==> src/rtl/mdio_pkg.sv <==
package mdio_pkg;
  localparam int ADDR_W     = 5;
  localparam int DATA_W     = 16;
  localparam int PRE_BITS   = 32;
  localparam int TA_POS     = PRE_BITS + 4 + 2 * ADDR_W;
  localparam int DATA_POS   = TA_POS + 2;
  localparam int FRAME_BITS = DATA_POS + DATA_W;
  localparam int OP_BIT     = 2 * ADDR_W;
  localparam int DONE_BIT   = DATA_W - 1;

  typedef struct packed {
    logic              wr;
    logic [ADDR_W-1:0] phy;
    logic [ADDR_W-1:0] regad;
  } mdio_cmd_t;

  function automatic logic [FRAME_BITS-1:0] build_frame(mdio_cmd_t c, logic [DATA_W-1:0] d);
    return {{PRE_BITS{1'b1}}, 2'b01, (c.wr ? 2'b01 : 2'b10), c.phy, c.regad,
            (c.wr ? 2'b10 : 2'b00), (c.wr ? d : {DATA_W{1'b0}})};
  endfunction
endpackage

==> src/rtl/mdc_clkgen.sv <==
module mdc_clkgen #(
  parameter int HALF = 2
) (
  input  logic clk,
  input  logic rst,
  input  logic run,
  output logic mdc,
  output logic rise_tk,
  output logic fall_tk
);
  localparam int CNT_W = (HALF > 1) ? $clog2(HALF) : 1;
  localparam logic [CNT_W-1:0] CNT_END = CNT_W'(HALF - 1);

  logic [CNT_W-1:0] cnt;
  logic             tick;

  assign tick    = run && (cnt == CNT_END);
  assign rise_tk = tick && !mdc;
  assign fall_tk = tick && mdc;

  always_ff @(posedge clk) begin
    if (rst || !run) begin
      cnt <= '0;
      mdc <= 1'b0;
    end else if (cnt == CNT_END) begin
      cnt <= '0;
      mdc <= ~mdc;
    end else begin
      cnt <= cnt + 1'b1;
    end
  end
endmodule

==> src/rtl/mdio_shifter.sv <==
module mdio_shifter
  import mdio_pkg::*;
(
  input  logic              clk,
  input  logic              rst,
  input  logic              start,
  input  mdio_cmd_t         cmd,
  input  logic [DATA_W-1:0] wdata,
  input  logic              rise_tk,
  input  logic              fall_tk,
  input  logic              mdio_i,
  output logic              busy,
  output logic              finish,
  output logic [DATA_W-1:0] rd_data,
  output logic              mdio_o,
  output logic              mdio_oe
);
  localparam int IDX_W = $clog2(FRAME_BITS);
  localparam logic [IDX_W-1:0] LAST_IDX = IDX_W'(FRAME_BITS - 1);
  localparam logic [IDX_W-1:0] OE_END   = IDX_W'(TA_POS - 1);
  localparam logic [IDX_W-1:0] DATA_IDX = IDX_W'(DATA_POS);

  logic [FRAME_BITS-1:0] sh;
  logic [IDX_W-1:0]      idx;
  logic                  op_wr;

  assign finish = busy && fall_tk && (idx == LAST_IDX);

  always_ff @(posedge clk) begin
    if (rst) begin
      busy    <= 1'b0;
      sh      <= '0;
      idx     <= '0;
      op_wr   <= 1'b0;
      rd_data <= '0;
      mdio_o  <= 1'b0;
      mdio_oe <= 1'b0;
    end else if (!busy) begin
      if (start) begin
        busy    <= 1'b1;
        sh      <= build_frame(cmd, wdata);
        mdio_o  <= 1'b1;
        mdio_oe <= 1'b1;
        idx     <= '0;
        op_wr   <= cmd.wr;
        rd_data <= '0;
      end
    end else begin
      if (rise_tk && !op_wr && (idx >= DATA_IDX))
        rd_data <= {rd_data[DATA_W-2:0], mdio_i};
      if (fall_tk) begin
        if (idx == LAST_IDX) begin
          busy    <= 1'b0;
          mdio_o  <= 1'b0;
          mdio_oe <= 1'b0;
        end else begin
          idx     <= idx + 1'b1;
          sh      <= sh << 1;
          mdio_o  <= sh[FRAME_BITS-2];
          mdio_oe <= op_wr || (idx < OE_END);
        end
      end
    end
  end
endmodule

==> src/rtl/mdio_hostregs.sv <==
module mdio_hostregs
  import mdio_pkg::*;
(
  input  logic              clk,
  input  logic              rst,
  input  logic              host_wr,
  input  logic              host_addr,
  input  logic [DATA_W-1:0] host_wdata,
  output logic [DATA_W-1:0] host_rdata,
  input  logic              busy,
  input  logic              finish,
  input  logic [DATA_W-1:0] rd_data,
  output logic              launch,
  output mdio_cmd_t         cmd,
  output logic [DATA_W-1:0] data_q,
  output mdio_cmd_t         ctrl_fld,
  output logic              ctrl_done
);
  localparam int PAD_W = DATA_W - 1 - $bits(mdio_cmd_t);

  assign launch = host_wr && !host_addr && !busy;
  assign cmd    = mdio_cmd_t'(host_wdata[$bits(mdio_cmd_t)-1:0]);

  always_ff @(posedge clk) begin
    if (rst) begin
      ctrl_fld   <= '0;
      ctrl_done  <= 1'b1;
      data_q     <= '0;
      host_rdata <= '0;
    end else begin
      if (launch) begin
        ctrl_fld  <= cmd;
        ctrl_done <= 1'b0;
      end
      if (finish)
        ctrl_done <= 1'b1;
      if (host_wr && host_addr)
        data_q <= host_wdata;
      if (finish && !ctrl_fld.wr)
        data_q <= rd_data;
      host_rdata <= host_addr ? data_q : {ctrl_done, {PAD_W{1'b0}}, ctrl_fld};
    end
  end
endmodule

==> src/rtl/mdio_cmd_master.sv <==
module mdio_cmd_master
  import mdio_pkg::*;
#(
  parameter int MDC_HALF = 2
) (
  input  logic        clk,
  input  logic        rst,
  input  logic        host_wr,
  input  logic        host_addr,
  input  logic [15:0] host_wdata,
  output logic [15:0] host_rdata,
  output logic        mdc,
  output logic        mdio_o,
  output logic        mdio_oe,
  input  logic        mdio_i
);
  logic              busy_w, finish_w, launch_w, rise_w, fall_w, ctrl_done_w;
  logic [DATA_W-1:0] rd_w, data_w;
  mdio_cmd_t         cmd_w, ctrl_fld_w;

  mdc_clkgen #(.HALF(MDC_HALF)) u_clk (
    .clk(clk), .rst(rst), .run(busy_w),
    .mdc(mdc), .rise_tk(rise_w), .fall_tk(fall_w)
  );

  mdio_hostregs u_regs (
    .clk(clk), .rst(rst), .host_wr(host_wr), .host_addr(host_addr),
    .host_wdata(host_wdata), .host_rdata(host_rdata),
    .busy(busy_w), .finish(finish_w), .rd_data(rd_w),
    .launch(launch_w), .cmd(cmd_w), .data_q(data_w),
    .ctrl_fld(ctrl_fld_w), .ctrl_done(ctrl_done_w)
  );

  mdio_shifter u_shift (
    .clk(clk), .rst(rst), .start(launch_w), .cmd(cmd_w), .wdata(data_w),
    .rise_tk(rise_w), .fall_tk(fall_w), .mdio_i(mdio_i),
    .busy(busy_w), .finish(finish_w), .rd_data(rd_w),
    .mdio_o(mdio_o), .mdio_oe(mdio_oe)
  );
endmodule

==> config.mk <==
export PLATFORM = sky130hd
export DESIGN_NAME = mdio_cmd_master
export DESIGN_NICKNAME = d
export VERILOG_FILES = /design/src/rtl/mdio_pkg.sv /design/src/rtl/mdc_clkgen.sv /design/src/rtl/mdio_shifter.sv /design/src/rtl/mdio_hostregs.sv /design/src/rtl/mdio_cmd_master.sv
export SDC_FILE = /design/constraint.sdc
export NUM_CORES = 1
export LEC_CHECK = 0
export ABC_AREA = 1
export BUFFER_PORTS_ARGS = -buffer_cell sky130_fd_sc_hd__buf_2
export CORE_ASPECT_RATIO = 0.7
export CORE_UTILIZATION = 45
export CTS_BUF_LIST = sky130_fd_sc_hd__clkbuf_8
export CTS_CLUSTER_SIZE = 14
export DETAILED_ROUTE_END_ITERATION = 8
export HOLD_SLACK_MARGIN = 0.1
export PLACE_DENSITY = 0.71
export RECOVER_POWER = 25
export SLEW_MARGIN = 20
export SYNTH_ARGS = -nofsm -noshare
export SYNTH_HDL_FRONTEND = slang
export SYNTH_SLANG_ARGS = --single-unit
==> constraint.sdc <==
create_clock -name clk -period 3 [get_ports clk]
set_clock_uncertainty 0.15 [all_clocks]
set_input_delay 0.6 -clock clk [delete_from_list [all_inputs] [get_ports clk]]
set_output_delay 0.6 -clock clk [all_outputs]
set_load 0.02 [all_outputs]
==> results_tabular.tex <==
\begin{tabular}{lr}
\hline
Metric & Value \\
\hline
\multicolumn{2}{l}{\textbf{Worst setup path}} \\
\quad CP Max Fanout & 37 \\
\quad Reg-to-reg slack, setup & 0.65 ns \\
\quad Worst setup path category & input pin to flop \\
\quad Cell at the slowest stage of the critical path & inv\_1 \\
\quad Crit path largest cell delay & 0.76 ns \\
\quad Data required time at the worst endpoint & 3.20 ns \\
\quad CP Capture Type & flop \\
\quad Cells traversed along the worst timing path & buf\_2, inv\_1, clkbuf\_2, o21ai\_0, a21oi\_1 \\
\quad Setup crit start kind & input pin \\
\quad Signal arrival time at the worst endpoint & 2.67 ns \\
\multicolumn{2}{l}{\textbf{Drt}} \\
\quad Routed len/inst & 13.7 um \\
\quad Detailed Route WL & 12400 um \\
\quad Number of iterations in the first detailed-routing pass & 5 \\
\quad DR DRC count & 0 \\
\quad Total vias in the final route & 4666 \\
\quad DR iter-0 viols & 463 \\
\quad Drt via density & 5.18 \\
\quad DRT antenna net count & 0 \\
\multicolumn{2}{l}{\textbf{Yosys}} \\
\quad Cell count after synthesis & 713 \\
\quad Main area contributors after synthesis & dfxtp\_1 50\%, o21ai\_0 9.4\%, nor2\_1 8.1\% \\
\quad Net count after synthesis & 736 \\
\quad Share of the synthesized area in the top cell type & 49.7\% \\
\quad Synthesized flop and latch total & 134 \\
\quad Part of the Yosys area used for sequential elements & 49.7\% \\
\quad Library cell occupying the most area in the post-synthesis netlist & dfxtp\_1 \\
\quad Yosys cell types & 31 \\
\quad Yosys warning count & 0 \\
\quad Mean cell area of the mapped netlist & 7.56 sq um \\
\quad Syn Std Cell Area & 5390 sq um \\
\multicolumn{2}{l}{\textbf{Clocking}} \\
\quad Root buffer selected by CTS & clkbuf\_8 \\
\quad \# clock sinks & 134 \\
\quad Post CTS Setup Buffer Count & 0 \\
\quad Number of hold-repair buffers added at the cts stage & 0 \\
\quad Inserted Clock Buffers & 17 \\
\quad Clock tree from TritonCTS & built \\
\quad Resized cells post-CTS & 0 \\
\quad Clock latency of the later-clocked register in the worst-skew pair & 0.43 ns \\
\quad Largest buffer count on any clock path & 2 \\
\quad Clock-pin slew on the worst setup and hold paths & 0.08 ns \\
\quad CTS H-Tree Depth & 4 \\
\multicolumn{2}{l}{\textbf{Final layout}} \\
\quad Total of fill cells in the finished design & 1108 \\
\quad Total Nets Final & 754 \\
\quad Area added between synthesis and finish & 12.1\% \\
\quad Number of antenna cells inserted & 0 \\
\quad Proportion of layout cells with a drive suffix above 1 & 9.68\% \\
\quad Most common cell after layout, fill and taps aside & dfxtp\_1 \\
\quad Highest-count cells in the layout ignoring fill and taps & 134 x dfxtp\_1, 116 x nor2\_1, 101 x o21ai\_0 \\
\multicolumn{2}{l}{\textbf{Timing}} \\
\quad Endpoints failing setup & 0 \\
\quad Fin. Hold Viols & 0 \\
\quad Measured slew at the worst slew-check pin & 0.972 ns \\
\quad Headroom to the max-slew limit & 35.1\% \\
\quad Final critical-path share of the clock period & 82.2\% \\
\quad Post-layout min period & 2.47 ns \\
\quad Final setup TNS & 0 ns \\
\quad Worst-case hold slack & 0.270 ns \\
\quad Highest Clock Rate & 405 MHz \\
\quad Number of slew-limit violations in the final report & 0 \\
\quad Setup repair after global routing missed its margin & no \\
\multicolumn{2}{l}{\textbf{Pwr}} \\
\quad Static Leak & 2.39 nW \\
\quad Pwr per Cell Area & 675 nW/um\^{}2 \\
\quad Worst vdd ir & 292 uV \\
\multicolumn{2}{l}{\textbf{Placement}} \\
\quad Count of port buffers added during placement & 39 \\
\quad Detailed placement HPWL & 7850 um \\
\quad Final estimated routing congestion in global placement & 0.821 \\
\multicolumn{2}{l}{\textbf{Job}} \\
\quad Max-Cap Viols & 0 \\
\multicolumn{2}{l}{\textbf{Global routing}} \\
\quad Initial antenna violation count & 0 \\
\quad Total global routing overflow & 0 \\
\quad Total routing resource utilization after global routing & 21.1\% \\
\quad First-pass GRT wire length & 20700 um \\
\quad Number of global-route vias before repair & 4136 \\
\quad Largest net degree at the start of global routing & 63 \\
\multicolumn{2}{l}{\textbf{Die}} \\
\quad Die area & 12400 sq um \\
\quad Die Height & 93.6 um \\
\quad Die span in x & 133 um \\
\quad Number of rows created at floorplan & 33 \\
\quad Core Footprint & 11700 sq um \\
\quad Effective utilization at floorplan & 46.2\% \\
\quad I/O pin cnt & 40 \\
\multicolumn{2}{l}{\textbf{Outcome}} \\
\quad Run status & finished clean \\
\multicolumn{2}{l}{\textbf{Min path}} \\
\quad Class of the tightest hold or removal check & input pin to flop \\
\hline
\end{tabular}
## cell families (layout without fill, tap and decap cells)
logic type                 after synthesis  count (layout)  synth area share [%]
and+or+nand+nor                        292             292                  23.8
AOI/OAI and AO/OA                      186             186                  17.5
DFF                                    134             134                  49.7
buffers and inverters                   98             129                  8.38
adders and majority gates                2               2                 0.464
xor gates and xnor gates                 1               1                 0.162
## metrics by stage
step                total power, mW  worst slack, ns  std cells  instance area (sq um)  util, %
finish                         4.08            0.533        901                   6040     51.7
global route                   4.24            0.366        901                   6040     51.7
CTS                            4.11            0.746        901                   6080     52.0
detailed placement             2.30            0.514        869                   5590     47.8
global placement               2.28            0.570        869                   5590     47.8
floorplan                      2.21             1.27        713                   5390        -
## critical path: cells and delay by family
family / cells / cell delay (ns)
compound gates: 2 / 0.39
buf+inv: 3 / 1.66
## per-layer routing
metal	vias to the layer above	wire (um)	share of wire, %	track usage, %
li1	2377	-	-	-
met1	2156	6240	50	30.0
met2	124	5370	43	31.3
met3	9	682	5.5	5.47
met4	0	93	0.75	5.56
met5	-	0	0	0
## synthesized netlist by cell type
| cell type | number |
|---|---|
| o22ai_1 | 5 |
| inv_1 | 44 |
| buf_2 | 14 |
| buf_4 | 4 |
| nand3_4 | 1 |
| o21ai_1 | 45 |
| xor2_1 | 1 |
| buf_6 | 5 |
| ha_1 | 2 |
| buf_1 | 2 |
| inv_2 | 4 |
| nand4_1 | 3 |
| nand2_4 | 4 |
| nor2_4 | 1 |
| nand2_1 | 95 |
| o211ai_1 | 1 |
| buf_8 | 1 |
| nand2_2 | 1 |
| a31oi_1 | 1 |
| nand3_2 | 1 |
| nor3_1 | 51 |
| nand2_8 | 1 |
| nand3_1 | 17 |
| clkbuf_1 | 23 |
| nor2_1 | 116 |
| a22oi_1 | 1 |
| dfxtp_1 | 134 |
| inv_4 | 1 |
| o21ai_0 | 101 |
| a21oi_1 | 32 |
| nor2_8 | 1 |
## final cells by class
type / instances / area, sq um / share of cell area [%]
timing repair buffer: 48 / 238 / 3.93
sequential: 134 / 2680 / 44.4
inverter: 49 / 186 / 3.08
clock inverter: 13 / 229 / 3.79
tap: 157 / 196 / 3.25
multi-input combinational: 481 / 2250 / 37.2
clock buffer: 19 / 262 / 4.33
## registers in the layout, indices dropped and copies added (netlist names), 6 cells and up
name and cells:
u_regs.ctrl_fld 10, u_shift.idx 6, u_regs.data_q 16, u_shift.rd_data 16
u_shift.sh 63, u_regs.host_rdata 16
## path summary, 6_finish.rpt
kind                                           end  cells past startpoint                   startpoint
setup / recovery  u_regs.host_rdata[15]$_SDFF_PP0_                      5                          rst
hold reg to reg        u_shift.sh[15]$_SDFFE_PP0P_                      2  u_shift.sh[15]$_SDFFE_PP0P_
hold / removal     u_shift.rd_data[0]$_SDFFE_PP0P_                      3                       mdio_i
setup reg to reg       u_shift.idx[5]$_SDFFE_PP0P_                      8      u_shift.busy$_SDFF_PP0_
## power breakdown
group          leakage (nW)  switching (mW)  internal, mW  total [mW]
clock                 0.245           0.709          1.12        1.83
sequential             1.10          0.0490          1.87        1.92
combinational          1.05           0.234         0.100       0.334
total                  2.39           0.992          3.09        4.08
(Power assumes the default switching activity.)
